<file path="config.mk">
export PLATFORM = sky130hd
export DESIGN_NAME = clkout_divider
export DESIGN_NICKNAME = d
export VERILOG_FILES = /design/src/rtl/clkdiv_pkg.sv /design/src/rtl/clkdiv_ctrl_reg.sv /design/src/rtl/clkdiv_core.sv /design/src/rtl/clkdiv_out_stage.sv /design/src/rtl/clkout_divider.sv
export SDC_FILE = /design/constraint.sdc
export NUM_CORES = 1
export LEC_CHECK = 0
export BUFFER_PORTS_ARGS = -buffer_cell sky130_fd_sc_hd__buf_2
export CAP_MARGIN = 0
export CELL_PAD_IN_SITES_DETAIL_PLACEMENT = 0
export CELL_PAD_IN_SITES_GLOBAL_PLACEMENT = 1
export CORE_AREA = 2 2 78 80
export DETAILED_ROUTE_END_ITERATION = 7
export DIE_AREA = 0 0 80 82
export GPL_ROUTABILITY_DRIVEN = 0
export PLACE_DENSITY = 0.52
export SLEW_MARGIN = 40
export SYNTH_ARGS = -nofsm -noshare
export SYNTH_HDL_FRONTEND = slang
export SYNTH_SLANG_ARGS = --single-unit
export TNS_END_PERCENT = 50
</file>
<file path="constraint.sdc">
create_clock -name clk -period 2 [get_ports clk]
set_input_delay 0 -clock clk [delete_from_list [all_inputs] [get_ports clk]]
set_output_delay 0 -clock clk [all_outputs]
set_load 0.01 [all_outputs]
</file>
<file path="src/rtl/clkdiv_pkg.sv">
package clkdiv_pkg;

    localparam int DIV_W = 5;
    localparam int CNT_W = DIV_W + 1;

    typedef struct packed {
        logic             inv;
        logic             sym;
        logic [DIV_W-1:0] div;
    } ctrl_t;

    typedef enum logic [1:0] {
        MODE_IDLE = 2'd0,
        MODE_DIV  = 2'd1,
        MODE_PASS = 2'd2
    } mode_e;

    // last count of a 2N-cycle period
    function automatic logic [CNT_W-1:0] period_last(input logic [DIV_W-1:0] n);
        return {n, 1'b0} - CNT_W'(1);
    endfunction

    // output level of the divided clock at a given count
    function automatic logic phase_high(input logic [CNT_W-1:0] cnt,
                                        input logic [DIV_W-1:0] n,
                                        input logic             sym);
        if (sym)
            return cnt < {1'b0, n};
        else
            return cnt == '0;
    endfunction

endpackage

</file>
<file path="src/rtl/clkdiv_ctrl_reg.sv">
module clkdiv_ctrl_reg
    import clkdiv_pkg::*;
(
    input  logic       clk,
    input  logic       rst,
    input  logic       wr_en,
    input  logic [7:0] wr_data,
    input  logic       busy,
    output ctrl_t      ctrl,
    output logic       clr_pulse,
    output logic [7:0] rd_data
);

    ctrl_t ctrl_q;

    always_ff @(posedge clk) begin
        if (rst)
            ctrl_q <= '0;
        else if (wr_en)
            ctrl_q <= wr_data[6:0];
    end

    // clear is a strobe only; nothing of it is kept
    assign clr_pulse = wr_en & wr_data[7];
    assign ctrl      = ctrl_q;
    assign rd_data   = {~busy, ctrl_q};

    // after a clear the status must read idle
    assert_clear_reads_idle_R10: assert property (@(posedge clk) disable iff (rst)
        clr_pulse |=> rd_data[7]);

endmodule

</file>
<file path="src/rtl/clkdiv_core.sv">
module clkdiv_core
    import clkdiv_pkg::*;
(
    input  logic             clk,
    input  logic             rst,
    input  logic             clr,
    input  logic             en,
    input  logic [DIV_W-1:0] div,
    input  logic             sym,
    output logic             pulse,
    output logic             pass_req,
    output logic             busy
);

    mode_e            mode_q;
    logic [CNT_W-1:0] cnt_q;
    logic [DIV_W-1:0] cur_n_q;
    logic             cur_sym_q;
    logic             out_q;

    logic [CNT_W-1:0] last;
    logic             at_end;
    logic [CNT_W-1:0] cnt_inc;

    assign last    = period_last(cur_n_q);
    assign at_end  = (cnt_q == last);
    assign cnt_inc = cnt_q + CNT_W'(1);

    always_ff @(posedge clk) begin
        if (rst) begin
            mode_q    <= MODE_IDLE;
            cnt_q     <= '0;
            cur_n_q   <= '0;
            cur_sym_q <= 1'b0;
            out_q     <= 1'b0;
        end else if (clr) begin
            mode_q <= MODE_IDLE;
            cnt_q  <= '0;
            out_q  <= 1'b0;
        end else begin
            case (mode_q)
                MODE_IDLE: begin
                    if (en) begin
                        if (div == '0) begin
                            mode_q <= MODE_PASS;
                        end else begin
                            mode_q    <= MODE_DIV;
                            cur_n_q   <= div;
                            cur_sym_q <= sym;
                            cnt_q     <= '0;
                            out_q     <= 1'b1;
                        end
                    end
                end
                MODE_DIV: begin
                    if (at_end) begin
                        cnt_q <= '0;
                        if (!en) begin
                            mode_q <= MODE_IDLE;
                            out_q  <= 1'b0;
                        end else if (div == '0) begin
                            mode_q <= MODE_PASS;
                            out_q  <= 1'b0;
                        end else begin
                            cur_n_q   <= div;
                            cur_sym_q <= sym;
                            out_q     <= 1'b1;
                        end
                    end else begin
                        cnt_q <= cnt_inc;
                        out_q <= phase_high(cnt_inc, cur_n_q, cur_sym_q);
                    end
                end
                MODE_PASS: begin
                    if (!en || div != '0)
                        mode_q <= MODE_IDLE;
                end
                default: mode_q <= MODE_IDLE;
            endcase
        end
    end

    assign pulse    = out_q;
    assign pass_req = (mode_q == MODE_PASS);
    assign busy     = (mode_q == MODE_DIV);

    // clear stops everything on the next cycle
    assert_clear_stops_R6: assert property (@(posedge clk) disable iff (rst)
        clr |=> (mode_q == MODE_IDLE && !out_q));

    // active factor and shape only change at a period boundary
    assert_switch_at_boundary_R5: assert property (@(posedge clk) disable iff (rst)
        (mode_q == MODE_DIV && !at_end && !clr) |=> ($stable(cur_n_q) && $stable(cur_sym_q)));

    // count never runs past the end of the period
    assert_count_in_range_R2: assert property (@(posedge clk) disable iff (rst)
        (mode_q == MODE_DIV) |-> (cnt_q <= last));

    // no divided pulse unless counting
    assert_quiet_when_stopped_R8: assert property (@(posedge clk) disable iff (rst)
        (mode_q != MODE_DIV) |-> !out_q);

    // enable drop at period end goes idle
    assert_stop_after_period_R8: assert property (@(posedge clk) disable iff (rst)
        (mode_q == MODE_DIV && at_end && !en && !clr) |=> (mode_q == MODE_IDLE));

endmodule

</file>
<file path="src/rtl/clkdiv_out_stage.sv">
module clkdiv_out_stage (
    input  logic clk,
    input  logic rst,
    input  logic pulse,
    input  logic pass_req,
    input  logic inv,
    output logic clk_out
);

    logic gate_q;

    // gate updated while clk is low so pass-through never clips a phase
    always_ff @(negedge clk) begin
        if (rst)
            gate_q <= 1'b0;
        else
            gate_q <= pass_req;
    end

    // inverter is the very last element
    assign clk_out = (pulse | (clk & gate_q)) ^ inv;

    assert_rest_level_R9: assert property (@(posedge clk) disable iff (rst)
        (!pulse && !gate_q) |-> (clk_out == inv));

endmodule

</file>
<file path="src/rtl/clkout_divider.sv">
module clkout_divider
    import clkdiv_pkg::*;
(
    input  logic       clk,
    input  logic       rst,
    input  logic       wr_en,
    input  logic [7:0] wr_data,
    output logic [7:0] rd_data,
    input  logic       port_clk_en,
    output logic       clk_out
);

    ctrl_t ctrl;
    logic  clr_pulse;
    logic  busy;
    logic  pulse;
    logic  pass_req;

    clkdiv_ctrl_reg u_reg (
        .clk       (clk),
        .rst       (rst),
        .wr_en     (wr_en),
        .wr_data   (wr_data),
        .busy      (busy),
        .ctrl      (ctrl),
        .clr_pulse (clr_pulse),
        .rd_data   (rd_data)
    );

    clkdiv_core u_core (
        .clk      (clk),
        .rst      (rst),
        .clr      (clr_pulse),
        .en       (port_clk_en),
        .div      (ctrl.div),
        .sym      (ctrl.sym),
        .pulse    (pulse),
        .pass_req (pass_req),
        .busy     (busy)
    );

    clkdiv_out_stage u_out (
        .clk      (clk),
        .rst      (rst),
        .pulse    (pulse),
        .pass_req (pass_req),
        .inv      (ctrl.inv),
        .clk_out  (clk_out)
    );

endmodule

</file>
==> results of run 1 <==
Yosys cell counts, types with 3 or more instances:
library cell   n  area [sq um]
a211oi_1       3          22.5
a21oi_1       10          50.1
clkbuf_1       3          11.3
dfxtp_1       23           460
ha_1           6          75.1
inv_1         10          37.5
mux2i_1       13           130
nand2_1       11          41.3
nand2b_1      12          75.1
nand3_1        3          15.0
nor2_1        11          41.3
nor3_1         3          15.0
o21ai_0        7          35.0
xnor2_1        3          26.3
xor2_1         5          43.8
cell type report:
type                            count  area share
Multi-Input combinational cell    118       0.459
Sequential cell                    23       0.233
Timing Repair Buffer               52       0.197
Tap cell                           75      0.0465
Clock buffer                        7      0.0434
Inverter                            9      0.0167
Clock inverter                      2     0.00434
worst paths after layout:
kind | from | end | slack, ns | cells past startpoint
max reg2reg | u_core.cnt_q[1] | u_core.pulse | 0.13 | 9
min | rst | u_core.cur_n_q[4] | 0.15 | 3
min reg2reg | u_reg.ctrl[5] | u_core.cur_sym_q | 0.49 | 2
max | u_out.gate_q | clk_out | -0.15 | 3
cells by family after synthesis:
kind of cell,count (synthesis),synth area share
buffers and inverters,18,0.0568
xor gates and xnor gates,9,0.0622
DFF,23,0.332
and+or+nand+nor,52,0.205
adders and majority gates,6,0.0541
muxes,13,0.0937
AOI/OAI and AO/OA,38,0.197
metrics by stage:
step                      setup WS (ns)  cell area, sq um  hold WS (ns)  std cells  TNS, ns
after CTS                        -0.172              1930         0.145        285   -0.172
after global routing             -0.245              2020         0.188        286   -0.245
after global placement           0.0788              1670         0.233        261        0
after floorplan                  0.0692              1390         0.119        159        0
after detailed placement         0.0544              1670         0.242        261        0
final                            -0.148              2020         0.149        286   -0.148
critical path: stages (launching register included):
cell and delay (ns):
dfxtp_1 0.29, a21oi_2 0.13, xnor2_1 0.13, buf_2 0.15
layer usage:
metal / share of wire / global-route usage
met1: 0.47 / 0.145
met3: 0.035 / 0.0308
met5: 0 / 0
met2: 0.48 / 0.200
met4: 0.018 / 0.0593
power by group through the flow:
| stage | clock network (mW) | registers (mW) | logic, mW |
|---|---|---|---|
| floorplan | 0.0136 | 0.507 | 0.107 |
| global placement | 0.0167 | 0.506 | 0.182 |
| detailed placement | 0.0167 | 0.506 | 0.181 |
| CTS | 0.491 | 0.497 | 0.208 |
| global route | 0.517 | 0.500 | 0.234 |
| finish | 0.466 | 0.496 | 0.213 |
flip-flops by register name (all words and copies together), names as in the netlist:
register          count
u_reg.ctrl            7
u_core.cur_sym_q      1
u_core.cnt_q          6
u_core.pulse          1
u_core.cur_n_q        5
u_out.gate_q          1
u_core.mode_q         2
repair_timing:
| item | 4_1_cts | 5_1_grt |
|---|---|---|
| hold buffers | 17 | 0 |
| buffers inserted | 0 | 1 |
| gates resized for setup | 1 | 20 |
| pin swaps | 0 | 7 |
| endpoints found under the hold margin | 9 | 0 |
| setup endpoints to repair | 1 | 4 |
==> metrics.txt, run 1 <==
status finished, violations left; failing checks setup timing; Final Routed Wirelength 3500 um; cells after synthesis 159; Max Slew Vio Count 0; DR pass1 iterations 4; CP Class register to primary output; switching part of the total power 0.265; Final setup viols 1; # Max-Cap Violations 0; FF+latch count, synth 23; Tot Pwr 1.18 mW; pwr/cell area 582 mW/mm^2; vias in the first global route 1334; Area growth, synth to finish 45.4%; area of the multi-input gates 927 sq um; commonest non-fill, non-tap cell in the layout buf_2; CP required 2.00 ns; Worst-Skew Late Latency ~0.45 ns; RSZ-0062 raised after global routing true; Seq/Total Area, Yosys 0.332; fin nets 230; Synth Cell Area around 0.0014 sq mm; Die W roughly 80 um; num rows 28; Synth Warn # 0; antenna-violating nets left 0; Ant. Diodes 0; CTS tree done; Internal Pwr Total between 0.8 and 0.9 mW; commonest register cell after synthesis dfxtp_1; first-iteration detailed-routing DRC count 58; CORE AREA 0.00575 sq mm; share of cells above drive strength 1 0.313; pin count of the biggest net entering global routing 23; VDD IR max 0.275 mV; via count about 1300; slew at the pin closest to its max-slew limit between 0.3 and 0.4 ns; Syn Nets 177; dpl hpwl roughly 2700 um; die footprint approximately 0.0066 sq mm; Switch Pwr 0.312 mW; Clock power frac 0.397; GRT Util Overall 0.121; GRT overflow 0; clock transition at the registers of the reported paths about 0.080 ns; CP arrival ~2.2 ns; crit start category register; global-route wire length before repair 6100 um; commonest non-fill, non-tap cells in the layout 20 x buf_2, 19 x dfxtp_1, 17 x dlygate4sd3_1, 15 x buf_4, 13 x mux2i_1; Vias/cell 4.57; drc violations 0; Synth async-reset ratio 0; Combinational Power Share 0.181; Yosys cell types 45; Port Buf Inserts 20; initial antenna violation count 0; leakage 0.816 nW; clk_skew 0.0746 ns; Die H 82 um; IO Count 21; post-layout util 0.351; Hold Vio Cnt, Final 0; CP Max Fanout 1; register area 470 sq um; Sequential Power Share 0.422; EDFF count, synth 0; Setup crit end kind primary output; Avg WL per Cell 12.2 um; Avg Inst Size Synth 8.73 sq um; fill count 623; initial core utilization 0.242; fin worst setup slack -0.148 ns; Slew HR 0.743; worst min path class input port to register
Note: power is estimated with default switching activity, not from simulation.
==> run 2: changes to the inputs <==
--- a/config.mk
+++ b/config.mk
@@ -13,9 +13,8 @@
 export DETAILED_ROUTE_END_ITERATION = 7
 export DIE_AREA = 0 0 80 82
 export GPL_ROUTABILITY_DRIVEN = 0
-export PLACE_DENSITY = 0.52
+export PLACE_DENSITY_LB_ADDON = 0.05
 export SLEW_MARGIN = 40
 export SYNTH_ARGS = -nofsm -noshare
 export SYNTH_HDL_FRONTEND = slang
 export SYNTH_SLANG_ARGS = --single-unit
-export TNS_END_PERCENT = 50
==> metrics.txt, run 2 (synthesis gave the netlist of run 1 again) <==
Slowest-stage cell, CP dfxtp_1; first-iteration detailed-routing DRC count 40; clock transition at the registers of the reported paths around 0.090 ns; switching part of the total power 0.270; CP arrival 2.17 ns; status finished, violations left; CTS tree done; Setup crit end kind primary output; Vias/cell 4.60; global-route wire length before repair 6470 um; worst setup path start u_out.gate_q; drc violations 0; Hold Vio Cnt, Final 0; Setup Fix Bufs, Post-CTS 0; Internal Pwr Total 0.860 mW; post-route cell area between 0.0015 and 0.002 sq mm; Die W 80 um; CP Max Fanout 1; initial antenna violation count 0; Worst-Skew Late Latency 0.45 ns; Die H between 80 and 90 um; dpl hpwl 2870 um; die footprint 0.00656 sq mm; failing checks setup timing; initial core utilization 0.242; CORE AREA 0.00575 sq mm; HP Start rst; leakage 0.792 nW; hold depth 3; Crit path buffers/inverters 1; reg2reg start u_core.cnt_q[0]; crit start category register; IO Count 21; fin nets 224; Placed Area 0.00168 sq mm; share of cells above drive strength 1 0.337; RSZ-0062 raised after global routing true; cell family with the largest share of critical-path delay flip-flops; GRT overflow 0; Max Slew Vio Count 0; CP required 2.00 ns; Area growth, synth to finish 42.5%; Slew HR 0.766; worst slack, placed 0.0540 ns; DR pass1 iterations 4; Final setup viols 1; vias in the first global route 1331; # Max-Cap Violations 0; num rows 28; GRT Util Overall 0.128; via count between 1000 and 1500; Sequential Power Share 0.421; pwr/cell area 595 mW/mm^2; Ant. Diodes 0; antenna-violating nets left 0; worst min path class input port to register; commonest non-fill, non-tap cells in the layout 20 x buf_2, 20 x dfxtp_1, 15 x buf_4, 13 x mux2i_1, 12 x nand2b_1; Largest register FFs 7; Clock power frac 0.402; slew at the pin closest to its max-slew limit 0.349 ns; Final Routed Wirelength 3840 um; fin worst setup slack -0.170 ns; Port Buf Inserts 20; pin count of the biggest net entering global routing 22; CP Class register to primary output; Avg WL per Cell ~14 um; critical path depth 3; Cell Chain, Critical Path a21oi_2, xnor2_1, buf_2; clk_skew roughly 0.077 ns; Combinational Power Share 0.177; VDD IR max approximately 0.3 mV; R2R cell count 9; Max stage delay on crit path around 0.30 ns; Switch Pwr 0.318 mW
==> run 2: what timing repair did <==
| item | in CTS | in global routing |
|---|---|---|
| pin swaps | 0 | 13 |
| setup endpoints to repair | 1 | 10 |
| gates resized for setup | 1 | 25 |
| endpoints found under the hold margin | 9 | 0 |
| hold buffers | 10 | 0 |
==> run 2: per-layer routing <==
layer	global-route usage	share of wire	vias up
li1	-	-	655
met1	0.160	0.50	608
met2	0.212	0.47	20
met3	0.0286	0.021	4
met4	0.0559	0.012	0
met5	0	0	-
==> run 2: power by group through the flow <==
stage | Clock, mW | Combinational [mW] | Sequential [mW]
floorplan | 0.0136 | 0.107 | 0.507
global placement | 0.0167 | 0.188 | 0.506
detailed placement | 0.0167 | 0.187 | 0.506
CTS | 0.501 | 0.202 | 0.496
global route | 0.525 | 0.231 | 0.499
finish | 0.474 | 0.208 | 0.496
==> run 2: area by class of cell <==
cell class / count / area [sq um]
Fill cell: 630 / 3770
Multi-Input combinational cell: 118 / 948
Sequential cell: 23 / 469
Timing Repair Buffer: 46 / 339
Tap cell: 75 / 93.8
Clock buffer: 8 / 91.3
Inverter: 9 / 33.8
Clock inverter: 1 / 3.75
==> run 2: worst paths after layout <==
path / to / slack, ns
setup reg to reg: u_core.pulse / 0.14
hold / removal: u_reg.ctrl[6] / 0.03
hold reg to reg: u_core.cur_sym_q / 0.49
setup / recovery: clk_out / -0.17
==> run 2: stage by stage <==
stage                util  cells  power, mW  setup TNS, ns  hold slack (ns)
finish              0.345    280       1.18         -0.170           0.0301
global route        0.345    280       1.26         -0.248           0.0457
CTS                 0.326    280       1.20         -0.170           0.0365
detailed placement  0.293    263      0.710              0            0.243
global placement    0.293    263      0.710              0            0.231
floorplan               -    159      0.627              0            0.119
==> run 2: worst min-delay path, cell delays in order <==
cell and delay [ns]:
buf_2 0.09, buf_4 0.21, nor2_1 0.07
